### config.mk
export PLATFORM = sky130hd
export DESIGN_NAME = paged_seg_decoder
export DESIGN_NICKNAME = d
export VERILOG_FILES = /design/src/rtl/seg_dec_pkg.sv /design/src/rtl/seg_page_regs.sv /design/src/rtl/seg_addr_decode.sv /design/src/rtl/seg_hold_stage.sv /design/src/rtl/paged_seg_decoder.sv
export SDC_FILE = /design/constraint.sdc
export NUM_CORES = 1
export LEC_CHECK = 0
export ABC_AREA = 1
export BUFFER_PORTS_ARGS = -buffer_cell sky130_fd_sc_hd__buf_2
export CORE_MARGIN = 2
export CORE_UTILIZATION = 45
export CTS_BUF_LIST = sky130_fd_sc_hd__clkbuf_2
export DETAILED_ROUTE_END_ITERATION = 8
export PLACE_DENSITY = 0.74
export RECOVER_POWER = 25
export SETUP_SLACK_MARGIN = 0.1
export SYNTH_ARGS = -nofsm -noshare
export SYNTH_HDL_FRONTEND = slang
export SYNTH_SLANG_ARGS = --single-unit
export TNS_END_PERCENT = 1
### constraint.sdc
create_clock -name clk_i -period 2.66 [get_ports clk_i]
set_input_delay 0.798 -clock clk_i [delete_from_list [all_inputs] [get_ports clk_i]]
set_output_delay 0.798 -clock clk_i [all_outputs]
set_load 0.05 [all_outputs]
### src/rtl/seg_dec_pkg.sv
package seg_dec_pkg;
  localparam int unsigned PAGE_OFF = 0;
  localparam int unsigned MODE_OFF = 1;
endpackage

### src/rtl/seg_page_regs.sv
module seg_page_regs #(
  parameter int unsigned PAGE_W    = 8,
  parameter int unsigned REG_OFF_W = 8
) (
  input  logic                 clk_i,
  input  logic                 rst_ni,
  input  logic                 rd_i,
  input  logic                 wr_i,
  input  logic                 reg_hit_i,
  input  logic [REG_OFF_W-1:0] off_i,
  input  logic [PAGE_W-1:0]    wdata_i,
  output logic [PAGE_W-1:0]    page_o,
  output logic                 turbo_o,
  output logic [PAGE_W-1:0]    rdata_o
);
  import seg_dec_pkg::*;

  logic [PAGE_W-1:0] page_q;
  logic              turbo_q;
  logic              wr_page, wr_mode;

  assign wr_page = wr_i && reg_hit_i && (off_i == REG_OFF_W'(PAGE_OFF));
  assign wr_mode = wr_i && reg_hit_i && (off_i == REG_OFF_W'(MODE_OFF));

  always_ff @(posedge clk_i or negedge rst_ni) begin
    if (!rst_ni) begin
      page_q  <= '0;
      turbo_q <= 1'b0;
    end else begin
      if (wr_page) page_q  <= wdata_i;
      if (wr_mode) turbo_q <= wdata_i[0];
    end
  end

  always_comb begin
    rdata_o = '0;
    if (rd_i && reg_hit_i) begin
      if (off_i == REG_OFF_W'(PAGE_OFF))      rdata_o = page_q;
      else if (off_i == REG_OFF_W'(MODE_OFF)) rdata_o = PAGE_W'(turbo_q);
    end
  end

  assign page_o  = page_q;
  assign turbo_o = turbo_q;

  AST_PAGE_LOAD: assert property (@(posedge clk_i) disable iff (!rst_ni)
    wr_page |=> (page_q == $past(wdata_i)));
endmodule

### src/rtl/seg_addr_decode.sv
module seg_addr_decode #(
  parameter int unsigned ADDR_W    = 16,
  parameter int unsigned SEG_W     = 14,
  parameter int unsigned NUM_SEG   = 8,
  parameter int unsigned PAGE_W    = 8,
  parameter int unsigned REG_OFF_W = 8,
  parameter int unsigned NUM_EXT   = 3,
  parameter logic [ADDR_W-REG_OFF_W-1:0] REG_HI = 8'hFF,
  parameter logic [NUM_EXT*(ADDR_W-REG_OFF_W)-1:0] EXT_HI = {8'hFE, 8'hFD, 8'hFC},
  parameter logic [NUM_EXT-1:0] EXT_EN = 3'b101
) (
  input  logic [ADDR_W-1:0]  addr_i,
  input  logic [PAGE_W-1:0]  page_i,
  input  logic               strobe_i,
  output logic               reg_hit_o,
  output logic [NUM_SEG-1:0] seg_sel_o,
  output logic               reg_sel_o,
  output logic [NUM_EXT-1:0] ext_sel_o
);
  localparam int unsigned HI_W      = ADDR_W - REG_OFF_W;
  localparam int unsigned IDX_W     = $clog2(NUM_SEG);
  localparam int unsigned ADR_SEL_W = ADDR_W - SEG_W;
  localparam int unsigned PG_SEL_W  = IDX_W - ADR_SEL_W;

  logic [HI_W-1:0]    hi;
  logic [NUM_EXT-1:0] ext_hit;
  logic [IDX_W-1:0]   seg_idx;
  logic               page_ok, flash_ok;

  assign hi        = addr_i[ADDR_W-1:REG_OFF_W];
  assign reg_hit_o = (hi == REG_HI);

  for (genvar k = 0; k < NUM_EXT; k++) begin : g_ext
    assign ext_hit[k] = EXT_EN[k] && (hi == EXT_HI[k*HI_W +: HI_W]);
  end

  assign page_ok  = (page_i[PAGE_W-1:PG_SEL_W] == '0);
  assign seg_idx  = {page_i[PG_SEL_W-1:0], addr_i[ADDR_W-1:SEG_W]};
  assign flash_ok = strobe_i && !reg_hit_o && (ext_hit == '0) && page_ok;

  assign seg_sel_o = flash_ok ? (NUM_SEG'(1) << seg_idx) : '0;
  assign reg_sel_o = strobe_i && reg_hit_o;
  assign ext_sel_o = (strobe_i && !reg_hit_o) ? ext_hit : '0;
endmodule

### src/rtl/seg_hold_stage.sv
module seg_hold_stage #(
  parameter int unsigned SEL_W = 12,
  parameter int unsigned IN_W  = 26
) (
  input  logic             clk_i,
  input  logic             rst_ni,
  input  logic             turbo_i,
  input  logic [IN_W-1:0]  in_vec_i,
  input  logic [SEL_W-1:0] sel_d_i,
  output logic [SEL_W-1:0] sel_q_o,
  output logic             standby_o
);
  logic [IN_W-1:0]  seen_q;
  logic [SEL_W-1:0] sel_q;
  logic             stby_q;
  logic             changed;

  assign changed = (in_vec_i != seen_q);

  always_ff @(posedge clk_i or negedge rst_ni) begin
    if (!rst_ni) begin
      seen_q <= '0;
      sel_q  <= '0;
      stby_q <= 1'b0;
    end else begin
      seen_q <= in_vec_i;
      if (turbo_i || changed) sel_q <= sel_d_i;
      stby_q <= !turbo_i && !changed;
    end
  end

  assign sel_q_o   = sel_q;
  assign standby_o = stby_q;

  AST_STANDBY_HOLD: assert property (@(posedge clk_i) disable iff (!rst_ni)
    stby_q |-> $stable(sel_q));
  AST_TURBO_AWAKE: assert property (@(posedge clk_i) disable iff (!rst_ni)
    turbo_i |=> !stby_q);
endmodule

### src/rtl/paged_seg_decoder.sv
module paged_seg_decoder #(
  parameter int unsigned ADDR_W    = 16,
  parameter int unsigned SEG_W     = 14,
  parameter int unsigned NUM_SEG   = 8,
  parameter int unsigned PAGE_W    = 8,
  parameter int unsigned REG_OFF_W = 8,
  parameter int unsigned NUM_EXT   = 3,
  parameter logic [ADDR_W-REG_OFF_W-1:0] REG_HI = 8'hFF,
  parameter logic [NUM_EXT*(ADDR_W-REG_OFF_W)-1:0] EXT_HI = {8'hFE, 8'hFD, 8'hFC},
  parameter logic [NUM_EXT-1:0] EXT_EN = 3'b101
) (
  input  logic               clk_i,
  input  logic               rst_ni,
  input  logic [ADDR_W-1:0]  addr_i,
  input  logic               rd_i,
  input  logic               wr_i,
  input  logic [PAGE_W-1:0]  wdata_i,
  output logic [PAGE_W-1:0]  rdata_o,
  output logic [NUM_SEG-1:0] seg_sel_o,
  output logic               reg_sel_o,
  output logic [NUM_EXT-1:0] ext_sel_o,
  output logic               standby_o
);
  localparam int unsigned SEL_W = NUM_SEG + 1 + NUM_EXT;
  localparam int unsigned IN_W  = ADDR_W + 2 + PAGE_W;

  logic [PAGE_W-1:0]  page;
  logic               turbo, reg_hit, strobe;
  logic [NUM_SEG-1:0] seg_d;
  logic               reg_d;
  logic [NUM_EXT-1:0] ext_d;
  logic [SEL_W-1:0]   sel_q;

  assign strobe = rd_i || wr_i;

  seg_page_regs #(.PAGE_W(PAGE_W), .REG_OFF_W(REG_OFF_W)) u_regs (
    .clk_i, .rst_ni, .rd_i, .wr_i,
    .reg_hit_i(reg_hit),
    .off_i    (addr_i[REG_OFF_W-1:0]),
    .wdata_i,
    .page_o   (page),
    .turbo_o  (turbo),
    .rdata_o
  );

  seg_addr_decode #(
    .ADDR_W(ADDR_W), .SEG_W(SEG_W), .NUM_SEG(NUM_SEG), .PAGE_W(PAGE_W),
    .REG_OFF_W(REG_OFF_W), .NUM_EXT(NUM_EXT), .REG_HI(REG_HI),
    .EXT_HI(EXT_HI), .EXT_EN(EXT_EN)
  ) u_dec (
    .addr_i, .page_i(page), .strobe_i(strobe),
    .reg_hit_o(reg_hit), .seg_sel_o(seg_d), .reg_sel_o(reg_d), .ext_sel_o(ext_d)
  );

  seg_hold_stage #(.SEL_W(SEL_W), .IN_W(IN_W)) u_hold (
    .clk_i, .rst_ni,
    .turbo_i  (turbo),
    .in_vec_i ({addr_i, rd_i, wr_i, page}),
    .sel_d_i  ({ext_d, reg_d, seg_d}),
    .sel_q_o  (sel_q),
    .standby_o
  );

  assign seg_sel_o = sel_q[NUM_SEG-1:0];
  assign reg_sel_o = sel_q[NUM_SEG];
  assign ext_sel_o = sel_q[SEL_W-1:NUM_SEG+1];

  AST_SEG_ONEHOT: assert property (@(posedge clk_i) disable iff (!rst_ni)
    $onehot0(seg_sel_o));
  AST_REG_EXCL: assert property (@(posedge clk_i) disable iff (!rst_ni)
    reg_sel_o |-> (seg_sel_o == '0 && ext_sel_o == '0));
  AST_IDLE_QUIET: assert property (@(posedge clk_i) disable iff (!rst_ni)
    !strobe |=> (seg_sel_o == '0 && !reg_sel_o && ext_sel_o == '0));
  AST_PAGE_GATE: assert property (@(posedge clk_i) disable iff (!rst_ni)
    (page[PAGE_W-1:1] != '0) |=> (seg_sel_o == '0 || $changed(page)));
endmodule

==> results of run 1 <==
## worst paths after layout
path                            cells past startpoint  slack (ns)                          from                             to
worst max-delay path                                8       -0.03                     addr_i[4]                     rdata_o[0]
worst min-delay path                                2        0.39                        rst_ni  u_hold.sel_q_o[1]$_DFFE_PN0P_
worst max register to register                     10        1.00  u_regs.page_o[0]$_DFFE_PN0P_  u_hold.sel_q_o[8]$_DFFE_PN0P_
worst min register to register                      0        0.43  u_regs.page_o[4]$_DFFE_PN0P_     u_hold.seen_q[4]$_DFF_PN0_
max in group asynchronous                           2        1.82                        rst_ni    u_hold.seen_q[14]$_DFF_PN0_
min in group clk_i                                  0        0.43  u_regs.page_o[4]$_DFFE_PN0P_     u_hold.seen_q[4]$_DFF_PN0_
## metal layers
layer,global-route usage,part of all wire,up-vias
met5,0,0,-
met4,0.0624,0.013,0
met3,0.0423,0.038,7
met2,0.336,0.48,45
met1,0.269,0.47,991
li1,-,-,1082
## timing repair
item,in CTS,in global routing
gates resized for setup,19,10
endpoints found under the setup margin,8,8
setup buffers,0,0
## state kept, by name, indices dropped and copies added, names as in the netlist
name / cells
u_regs.page_o: 8
u_regs.turbo_o: 1
u_hold.standby_o: 1
u_hold.seen_q: 26
u_hold.sel_q_o: 11
## layout make-up
| class | instances | area (um^2) |
|---|---|---|
| clock buffers | 6 | 30.0 |
| clock inverters | 2 | 12.5 |
| fillers | 502 | 2090 |
| inverters | 53 | 201 |
| multi-input cells | 202 | 957 |
| flip-flops and latches | 47 | 1180 |
| well taps | 70 | 87.6 |
| repair buffers | 71 | 487 |
## Yosys cell counts (all sizes together)
| cell type | number |
|---|---|
| conb | 1 |
| nand3 | 16 |
| nand4 | 6 |
| inv | 53 |
| a21oi | 11 |
| buf | 5 |
| o21ai | 4 |
| nor2 | 46 |
| nor3 | 24 |
| nand2 | 93 |
| xor2 | 1 |
| dfrtp | 47 |
## stage by stage
stage          instance area [um^2]  setup WS (ns)  instances
6_report                       2950        -0.0332        451
5_1_grt                        2950         -0.120        451
4_1_cts                        2920        -0.0339        451
3_5_place_dp                   2820         -0.236        443
3_3_place_gp                   2820         -0.169        443
2_1_floorplan                  2360         -0.451        307
## power groups by stage
stage	clock, uW	sequential [uW]	combinational, uW
finish	308	737	142
global route	338	739	162
CTS	310	737	143
detailed placement	0	749	138
global placement	0	748	134
floorplan	0	748	59.9
## kinds of logic after synthesis
kind of cell / after synthesis / synth area share
other: 1 / 0.00162
buffers and inverters: 58 / 0.102
XOR/XNOR: 1 / 0.00378
AO/OA/AOI/OAI: 15 / 0.0324
AND/OR/NAND/NOR: 185 / 0.353
flip-flops: 47 / 0.507
## worst max-delay path, cell delays in order
cell,delay (ns)
buf_8,0.10
inv_4,0.04
nand4_1,0.16
nor3_2,0.25
buf_4,0.18
nand2_2,0.05
a21oi_2,0.15
buf_6,0.17
==> summary.txt, run 1 <==
Run status
  – Status: finished, violations left
  – Failing checks: negative setup slack

Clocking
  – Sink Count: 47
  – H-tree depth: 2
  – Clock Path Buffers: 2
  – CTS tree: yes
  – # hold bufs at CTS: 0
  – Inserted Clock Buffers: 5
  – Clk slew on worst S/H paths: 0.26 ns
  – CTS Root Cell: clkbuf_2
  – Skew-Pair Late Insertion Delay: 0.44 ns

Power
  – Maximum vdd drop: 194 uV
  – Pint: 856 uW
  – P per Cell Area: 402 nW/um^2
  – Clock share of power: 0.260
  – Leak: 0.00167 uW
  – Seq pwr share: 0.621
  – Switching Power: 331 uW
  – Total Power: 1190 uW
  – Switch share: 0.279
  – Combinational power share: 0.120

Setup path
  – Critical path class: input port to output port
  – Setup crit end kind: output port
  – WP data required: 1.86 ns
  – CP Launch Type: input port
  – Worst-path fanout max: 3
  – Crit path arrival time: 1.90 ns

Yosys
  – Seq cells post-synth: 47
  – Area fraction of the dominant cell type after synthesis: 0.507
  – Synthesized netlist cell count: 307
  – Synth unique cells: 21
  – Seq/Total Area, Yosys: 0.507
  – Mean Syn Cell Area: 7.55 um^2
  – Synth top area cells: dfrtp_1, nand2_1, inv_1
  – Netlist Area Pre-Place: 2320 um^2
  – Net Count, Synth: 335
  – Synth warnings: 0
  – Yosys top cell by area: dfrtp_1

Drt
  – Vias: 2125
  – Total wire length: 5.21 mm
  – Routed length per placed instance: 11.6 um
  – Via-per-instance ratio: 4.71
  – Post-route DRC violation count: 0
  – Drt first pass iters: 5
  – Antenna Nets Post-Route: 0
  – 1st-iter DRT viols: 145

Floorplanning
  – I/O Pins: 49
  – Die area: 5740 um^2
  – Die height: 75.8 um
  – Die W: 75.8 um
  – Initial core utilization: 0.460
  – Cell row count: 26
  – Core ar.: 5040 um^2

Place
  – Port-buffer cells: 47
  – Post-DP HPWL: 3.89 mm
  – GPL Wtd Cong: 0.805

STA
  – RSZ-0062 raised after global routing: true
  – Max_slew headroom: 0.597
  – Final setup vio count: 2
  – Max-slew violations: 0
  – Post-route minimum period: 2.69 ns
  – Setup_tns: -0.0641 ns
  – Slew @ Worst Pin: 0.604 ns
  – Final hold violation count: 0
  – Final Worst Setup Slack: -0.0332 ns
  – Period utilization: 1.01
  – Hold Slack: 0.389 ns
  – Post-Route Skew: 0.0402 ns
  – Peak Freq: 0.371 GHz

Final layout
  – Final nets: 408
  – Most common cell after layout, fill and taps aside: nand2_1
  – P&R area growth vs syn: 27.3%
  – Commonest non-fill, non-tap cells in the layout: nand2_1, dfrtp_1, inv_1
  – Fin util: 0.585
  – Diode count: 0
  – Layout cells sized above 1: 0.283

Global route
  – Vias in the first global route: 2020
  – Global-route wire length before repair: 8.87 mm
  – Largest net degree at the start of global routing: 48
  – GRT overflow: 0
  – Initial antenna violation count: 0
  – Total track usage: 0.203

Flow run
  – Max-cap viol count: 0

Min path
  – HP Class: input port to asynchronous set/reset pin
Note: power is estimated with default switching activity, not from simulation.
==> run 2: changes to the inputs <==
- CORE_ASPECT_RATIO: not set -> 0.8
==> run 2 against run 1 <==
The run still ends with negative setup slack left. Flip-flop and latch count is the same. Routed wire length shrank 1.0%. Worst hold slack gained 0.042 ns. Clock skew shrank 0.023 ns. Power shrank 4.3%. Clock power shrank 12%. Largest power group unchanged. Highest routed layer unchanged.
==> summary.txt, run 2 (synthesized netlist as in run 1, its figures left out) <==
Final layout
  – P&R area growth vs syn: 22.8%
  – Largest register by flop count: u_hold.seen_q
  – Commonest non-fill, non-tap cells in the layout: nand2_1, inv_1, dfrtp_1
  – Most common cell after layout, fill and taps aside: nand2_1
  – Max FFs per register: 26 (unchanged)
  – Diode count: 0 (unchanged)
  – Layout cells sized above 1: 0.228 (-0.0553)
  – Final nets: 406 (-0.49%)

Run status
  – Failing checks: negative setup slack
  – Status: finished, violations left

Drt
  – Post-route DRC violation count: 0 (unchanged)
  – Drt first pass iters: 4 (-1)
  – 1st-iter DRT viols: 91 (-37%)
  – Vias: 2084 (-1.9%)
  – Antenna Nets Post-Route: 0 (unchanged)
  – Total wire length: 5.16 mm (-1.0%)
  – Routed length per placed instance: 11.7 um (+1.7%)
  – Via-per-instance ratio: 4.75 (+0.75%)

Setup path
  – CP Launch Type: input port
  – WP depth: 8 (unchanged)
  – Worst r2r path cells: 9 (-1)
  – WP data required: 1.86 ns (about the same)
  – Crit path arrival time: 1.99 ns (+0.09 ns)
  – R2r setup slk: 0.98 ns (-0.02 ns)
  – Ordered cell list for the critical path: buf_2 > inv_1 > nand4_1 > nor3_2 > buf_4 > inv_1 > nor3_2 > buf_6
  – Worst path bufs/invs: 5 (+1)
  – FF-to-FF End: u_hold.sel_q_o[8]$_DFFE_PN0P_
  – Worst-path fanout max: 7 (+4)
  – CP top delay family: buffers and inverters
  – Crit-path slowest cell: nand4_1
  – Setup crit end kind: output port
  – Largest stage delay on the critical path: 0.19 ns (-0.06 ns)
  – Critical path class: input port to output port
  – Reg2reg start: u_regs.page_o[6]$_DFFE_PN0P_

STA
  – RSZ-0062 raised after global routing: true
  – Peak Freq: 0.359 GHz (-3.3%)
  – Max-slew violations: 0 (unchanged)
  – Post-Route Skew: 0.0172 ns (-0.0230 ns)
  – Max_slew headroom: 0.600 (+0.00263)
  – Slew @ Worst Pin: 0.600 ns (-0.00395 ns)
  – Final hold violation count: 0 (unchanged)
  – Period utilization: 1.05 (+0.0345)
  – Final setup vio count: 8 (+6)
  – Final Worst Setup Slack: -0.125 ns (-0.0917 ns)
  – Hold Slack: 0.431 ns (+0.0422 ns)
  – Post-route minimum period: 2.78 ns (+0.0917 ns)

Clocking
  – Inserted Clock Buffers: 5 (unchanged)
  – H-tree depth: 2 (unchanged)
  – Skew-Pair Late Insertion Delay: 0.39 ns (-0.05 ns)
  – Setup Buffers After CTS: 0 (unchanged)
  – Sink Count: 47 (unchanged)
  – Clk slew on worst S/H paths: 0.20 ns (-0.06 ns)
  – CTS tree: yes
  – Post-cts resize count: 17 (-2)
  – Clock Path Buffers: 2 (unchanged)
  – CTS Root Cell: clkbuf_2
  – # hold bufs at CTS: 0 (unchanged)

Floorplanning
  – Cell row count: 23 (-12%)
  – I/O Pins: 49 (unchanged)
  – Die area: 5750 um^2 (about the same)
  – Die W: 84.3 um (+11%)
  – Initial core utilization: 0.466 (+0.00589)
  – Die height: 68.2 um (-10%)
  – Core ar.: 4980 um^2 (-1.3%)

Global route
  – Vias in the first global route: 1947 (-3.6%)
  – Total track usage: 0.197 (-0.00628)
  – Largest net degree at the start of global routing: 48 (unchanged)
  – Initial antenna violation count: 0 (unchanged)
  – GRT overflow: 0 (unchanged)
  – Global-route wire length before repair: 8.76 mm (-1.2%)

Power
  – Maximum vdd drop: 253 uV (+31%)
  – Leak: 0.00162 uW (-3.4%)
  – Total Power: 1140 uW (-4.3%)
  – P per Cell Area: 399 nW/um^2 (-0.78%)

Flow run
  – Max-cap viol count: 0 (unchanged)

Min path
  – Worst Hold Path Cells: 0
  – HP Class: register to register
  – Hold wc startpoint: u_regs.page_o[3]$_DFFE_PN0P_
  – Worst hold path endpoint: u_hold.seen_q[3]$_DFF_PN0_

Place
  – Post-DP HPWL: 3.93 mm (+0.81%)
  – Port-buffer cells: 47 (unchanged)
  – GPL Wtd Cong: 0.822 (+2.1%)
## run 2: changes by cell type in the layout (fill, tap and decap cells not counted), sizes merged
| cell | delta |
|---|---|
| buf | -18 |
| clkbuf | +16 |
| clkinv | -1 |
| clkinvlp | -1 |
## run 2: layout make-up
cell class,count,area [um^2]
multi-input cells,202,950
well taps,62,77.6
fillers,507,2130
clock buffers,6,30.0
inverters,53,199
flip-flops and latches,47,1180
repair buffers,69,415
## run 2: worst max path at each step
| stage | startpoint | to |
|---|---|---|
| after floorplan | addr_i[14] | rdata_o[1] |
| after global placement | addr_i[3] | rdata_o[5] |
| after detailed placement | addr_i[3] | rdata_o[1] |
| after CTS | addr_i[3] | rdata_o[1] |
| after global routing | addr_i[3] | rdata_o[1] |
| final | addr_i[3] | rdata_o[6] |
## run 2: where the power goes
group	internal (uW)	leakage [uW]	total (uW)	switching, uW
Sequential	730	0.000526	736	6.84
Clock	59.5	0.0000249	272	213
Combinational	46.6	0.00107	128	81.3
## run 2: worst register-to-register path, delay by kind of cell, from the launching register on
family                 cells  cell delay [ns]
AND/OR/NAND/NOR            7             0.95
flip-flops                 1             0.44
buffers and inverters      1             0.15
AO/OA/AOI/OAI              1             0.09
## run 2: metrics by stage
step | setup TNS [ns] | utilization | setup slack, ns | cells | cell area, um^2
finish | -0.834 | 0.572 | -0.125 | 439 | 2850
global route | -1.33 | 0.572 | -0.196 | 439 | 2850
CTS | -0.738 | 0.579 | -0.0993 | 439 | 2880
detailed placement | -1.47 | 0.562 | -0.190 | 433 | 2800
global placement | -0.909 | 0.562 | -0.115 | 433 | 2800
floorplan | -3.42 | - | -0.451 | 307 | 2360
## run 2: layer usage
metal	global-route usage	part of all wire
met5	0	0
met4	0.0585	0.0085
met3	0.0410	0.044
met2	0.322	0.44
met1	0.269	0.50
==> run 3: changes to the inputs <==
- CORE_UTILIZATION: 45 -> 55
- PLACE_DENSITY: 0.74 -> 0.86
==> run 3 against run 2 <==
The run still ends with negative setup slack left. Clock skew is 0.00071 ns higher. Sequential share of layout area fell by 1.1 points. Die area shrank 17%. Final cell count fell by 1.1%. Sequential power about the same. Final area increased by 2.7%. Flip-flop and latch count unchanged. Global-route usage up 3.4 points. Critical path type unchanged. Critical endpoint unchanged. Largest cell class unchanged. Highest routed layer unchanged.
==> summary.txt, run 3 (synthesized netlist as in run 1, its figures left out) <==
Power
  – Leak: 0.00166 uW (+2.5%)
  – P per Cell Area: 401 nW/um^2 (+0.58%)
  – Maximum vdd drop: 269 uV (+5.9%)

STA
  – Final hold violation count: 0 (unchanged)
  – Peak Freq: 0.375 GHz (+4.4%)
  – Post-route minimum period: 2.67 ns (-0.117 ns)
  – Max_slew headroom: 0.455 (-0.145)
  – Final setup vio count: 1 (-7)
  – Final Worst Setup Slack: -0.00831 ns (+0.117 ns)
  – Slew @ Worst Pin: 0.818 ns (+0.218 ns)
  – RSZ-0062 raised after global routing: true
  – Post-Route Skew: 0.0180 ns (+0.000713 ns)
  – Setup_tns: -0.00831 ns (+0.826 ns)
  – Max-slew violations: 0 (unchanged)
  – Period utilization: 1.00 (-0.0438)
  – Hold Slack: 0.386 ns (-0.0450 ns)

Drt
  – Via-per-instance ratio: 4.88 (+2.8%)
  – Post-route DRC violation count: 0 (unchanged)
  – Drt first pass iters: 4 (unchanged)
  – Antenna Nets Post-Route: 0 (unchanged)
  – Total wire length: 5.28 mm (+2.4%)
  – 1st-iter DRT viols: 151 (+66%)
  – Vias: 2117 (+1.6%)
  – Routed length per placed instance: 12.2 um (+3.6%)

Run status
  – Status: finished, violations left
  – Failing checks: negative setup slack

Setup path
  – Reg2reg start: u_regs.page_o[0]$_DFFE_PN0P_
  – Critical path class: input port to output port
  – Crit path arrival time: 1.87 ns (-0.12 ns)
  – CP Launch Type: input port
  – Setup crit end kind: output port
  – Worst-path fanout max: 7 (unchanged)
  – WP data required: 1.86 ns (about the same)
  – Crit path from: addr_i[2]

Flow run
  – Max-cap viol count: 0 (unchanged)

Final layout
  – Commonest non-fill, non-tap cells in the layout: nand2_1, dfrtp_1, inv_1
  – Max FFs per register: 26 (unchanged)
  – Most common cell after layout, fill and taps aside: nand2_1
  – Final nets: 404 (-0.49%)
  – Largest register by flop count: u_hold.seen_q
  – Diode count: 0 (unchanged)
  – Fin util: 0.709 (+0.137)
  – Layout cells sized above 1: 0.276 (+0.0477)
  – Finished Layout Cells: 434 (-1.1%)
  – P&R area growth vs syn: 26.1%

Clocking
  – Clk slew on worst S/H paths: 0.23 ns (+0.03 ns)
  – Inserted Clock Buffers: 5 (unchanged)
  – Setup Buffers After CTS: 0 (unchanged)
  – CTS tree: yes
  – Clock Path Buffers: 2 (unchanged)
  – # hold bufs at CTS: 0 (unchanged)
  – Skew-Pair Late Insertion Delay: 0.44 ns (+0.05 ns)
  – H-tree depth: 2 (unchanged)
  – CTS Root Cell: clkbuf_2
  – Sink Count: 47 (unchanged)

Global route
  – Vias in the first global route: 1877 (-3.6%)
  – Total track usage: 0.232 (+0.0344)
  – GRT overflow: 0 (unchanged)
  – Global-route wire length before repair: 8.36 mm (-4.6%)
  – Largest net degree at the start of global routing: 19 (-60%)
  – Initial antenna violation count: 0 (unchanged)

Min path
  – HP Class: input port to asynchronous set/reset pin

Floorplanning
  – I/O Pins: 49 (unchanged)
  – Core ar.: 4130 um^2 (-17%)
  – Die height: 62.1 um (-9.0%)
  – Cell row count: 21 (-8.7%)
  – Die area: 4750 um^2 (-17%)
  – Die W: 76.6 um (-9.1%)
  – Initial core utilization: 0.562 (+0.0963)

Place
  – DP Cell Count: 426 (-1.6%)
  – Post-DP HPWL: 4.00 mm (+1.8%)
  – GPL Wtd Cong: 0.875 (+6.4%)
  – Port-buffer cells: 47 (unchanged)
  – DP Worst Slack: -0.191 ns (-0.000291 ns)
run 3: cell types whose count changed in the layout (fill, tap and decap cells not counted), sizes merged:
| cell | before | now |
|---|---|---|
| clkbuf | 23 | 9 |
| buf | 52 | 63 |
| clkinv | 0 | 3 |
run 3: area by class of cell:
class | instances | area (um^2)
tap | 57 | 71.3
timing repair buffer | 67 | 453
inverter | 53 | 201
clock inverter | 3 | 15.0
clock buffer | 5 | 25.0
sequential | 47 | 1180
fill | 339 | 1200
multi-input combinational | 202 | 982
run 3: worst paths after layout:
kind | end | slack, ns | depth (start not counted)
max | rdata_o[6] | -0.008 | 7
min | u_hold.seen_q[23]$_DFF_PN0_ | 0.39 | 1
max reg2reg | u_hold.sel_q_o[9]$_DFFE_PN0P_ | 0.92 | 10
min reg2reg | u_hold.seen_q[7]$_DFF_PN0_ | 0.42 | 0
max in group asynchronous | u_hold.seen_q[18]$_DFF_PN0_ | 1.52 | 2
min in group clk_i | u_hold.seen_q[7]$_DFF_PN0_ | 0.42 | 0
run 3: repair_timing:
item / CTS / global route
setup endpoints to repair: 8 / 8
resized for setup: 33 / 2
pin swaps: 3 / 0
run 3: worst max-delay path, cell delays in order:
cell     delay (ns)
buf_6          0.09
inv_2          0.05
nand4_1        0.19
nor3_4         0.21
inv_2          0.14
nor3_2         0.20
buf_6          0.18
run 3: power breakdown:
part	switching [uW]	internal, uW	total [uW]
clock	234	60.3	295
sequential	7.38	730	737
combinational	86.7	55.4	142
run 3: metal layers:
layer  routed length (um)  track usage
met3                  331       0.0448
met4                   74       0.0857
met1                 2370        0.302
met2                 2500        0.401
met5                    0            0
run 3: stage by stage:
step | area, um^2 | power, uW
floorplan | 2360 | 808
global placement | 2780 | 878
detailed placement | 2780 | 884
CTS | 2920 | 1180
global route | 2920 | 1230
finish | 2920 | 1170
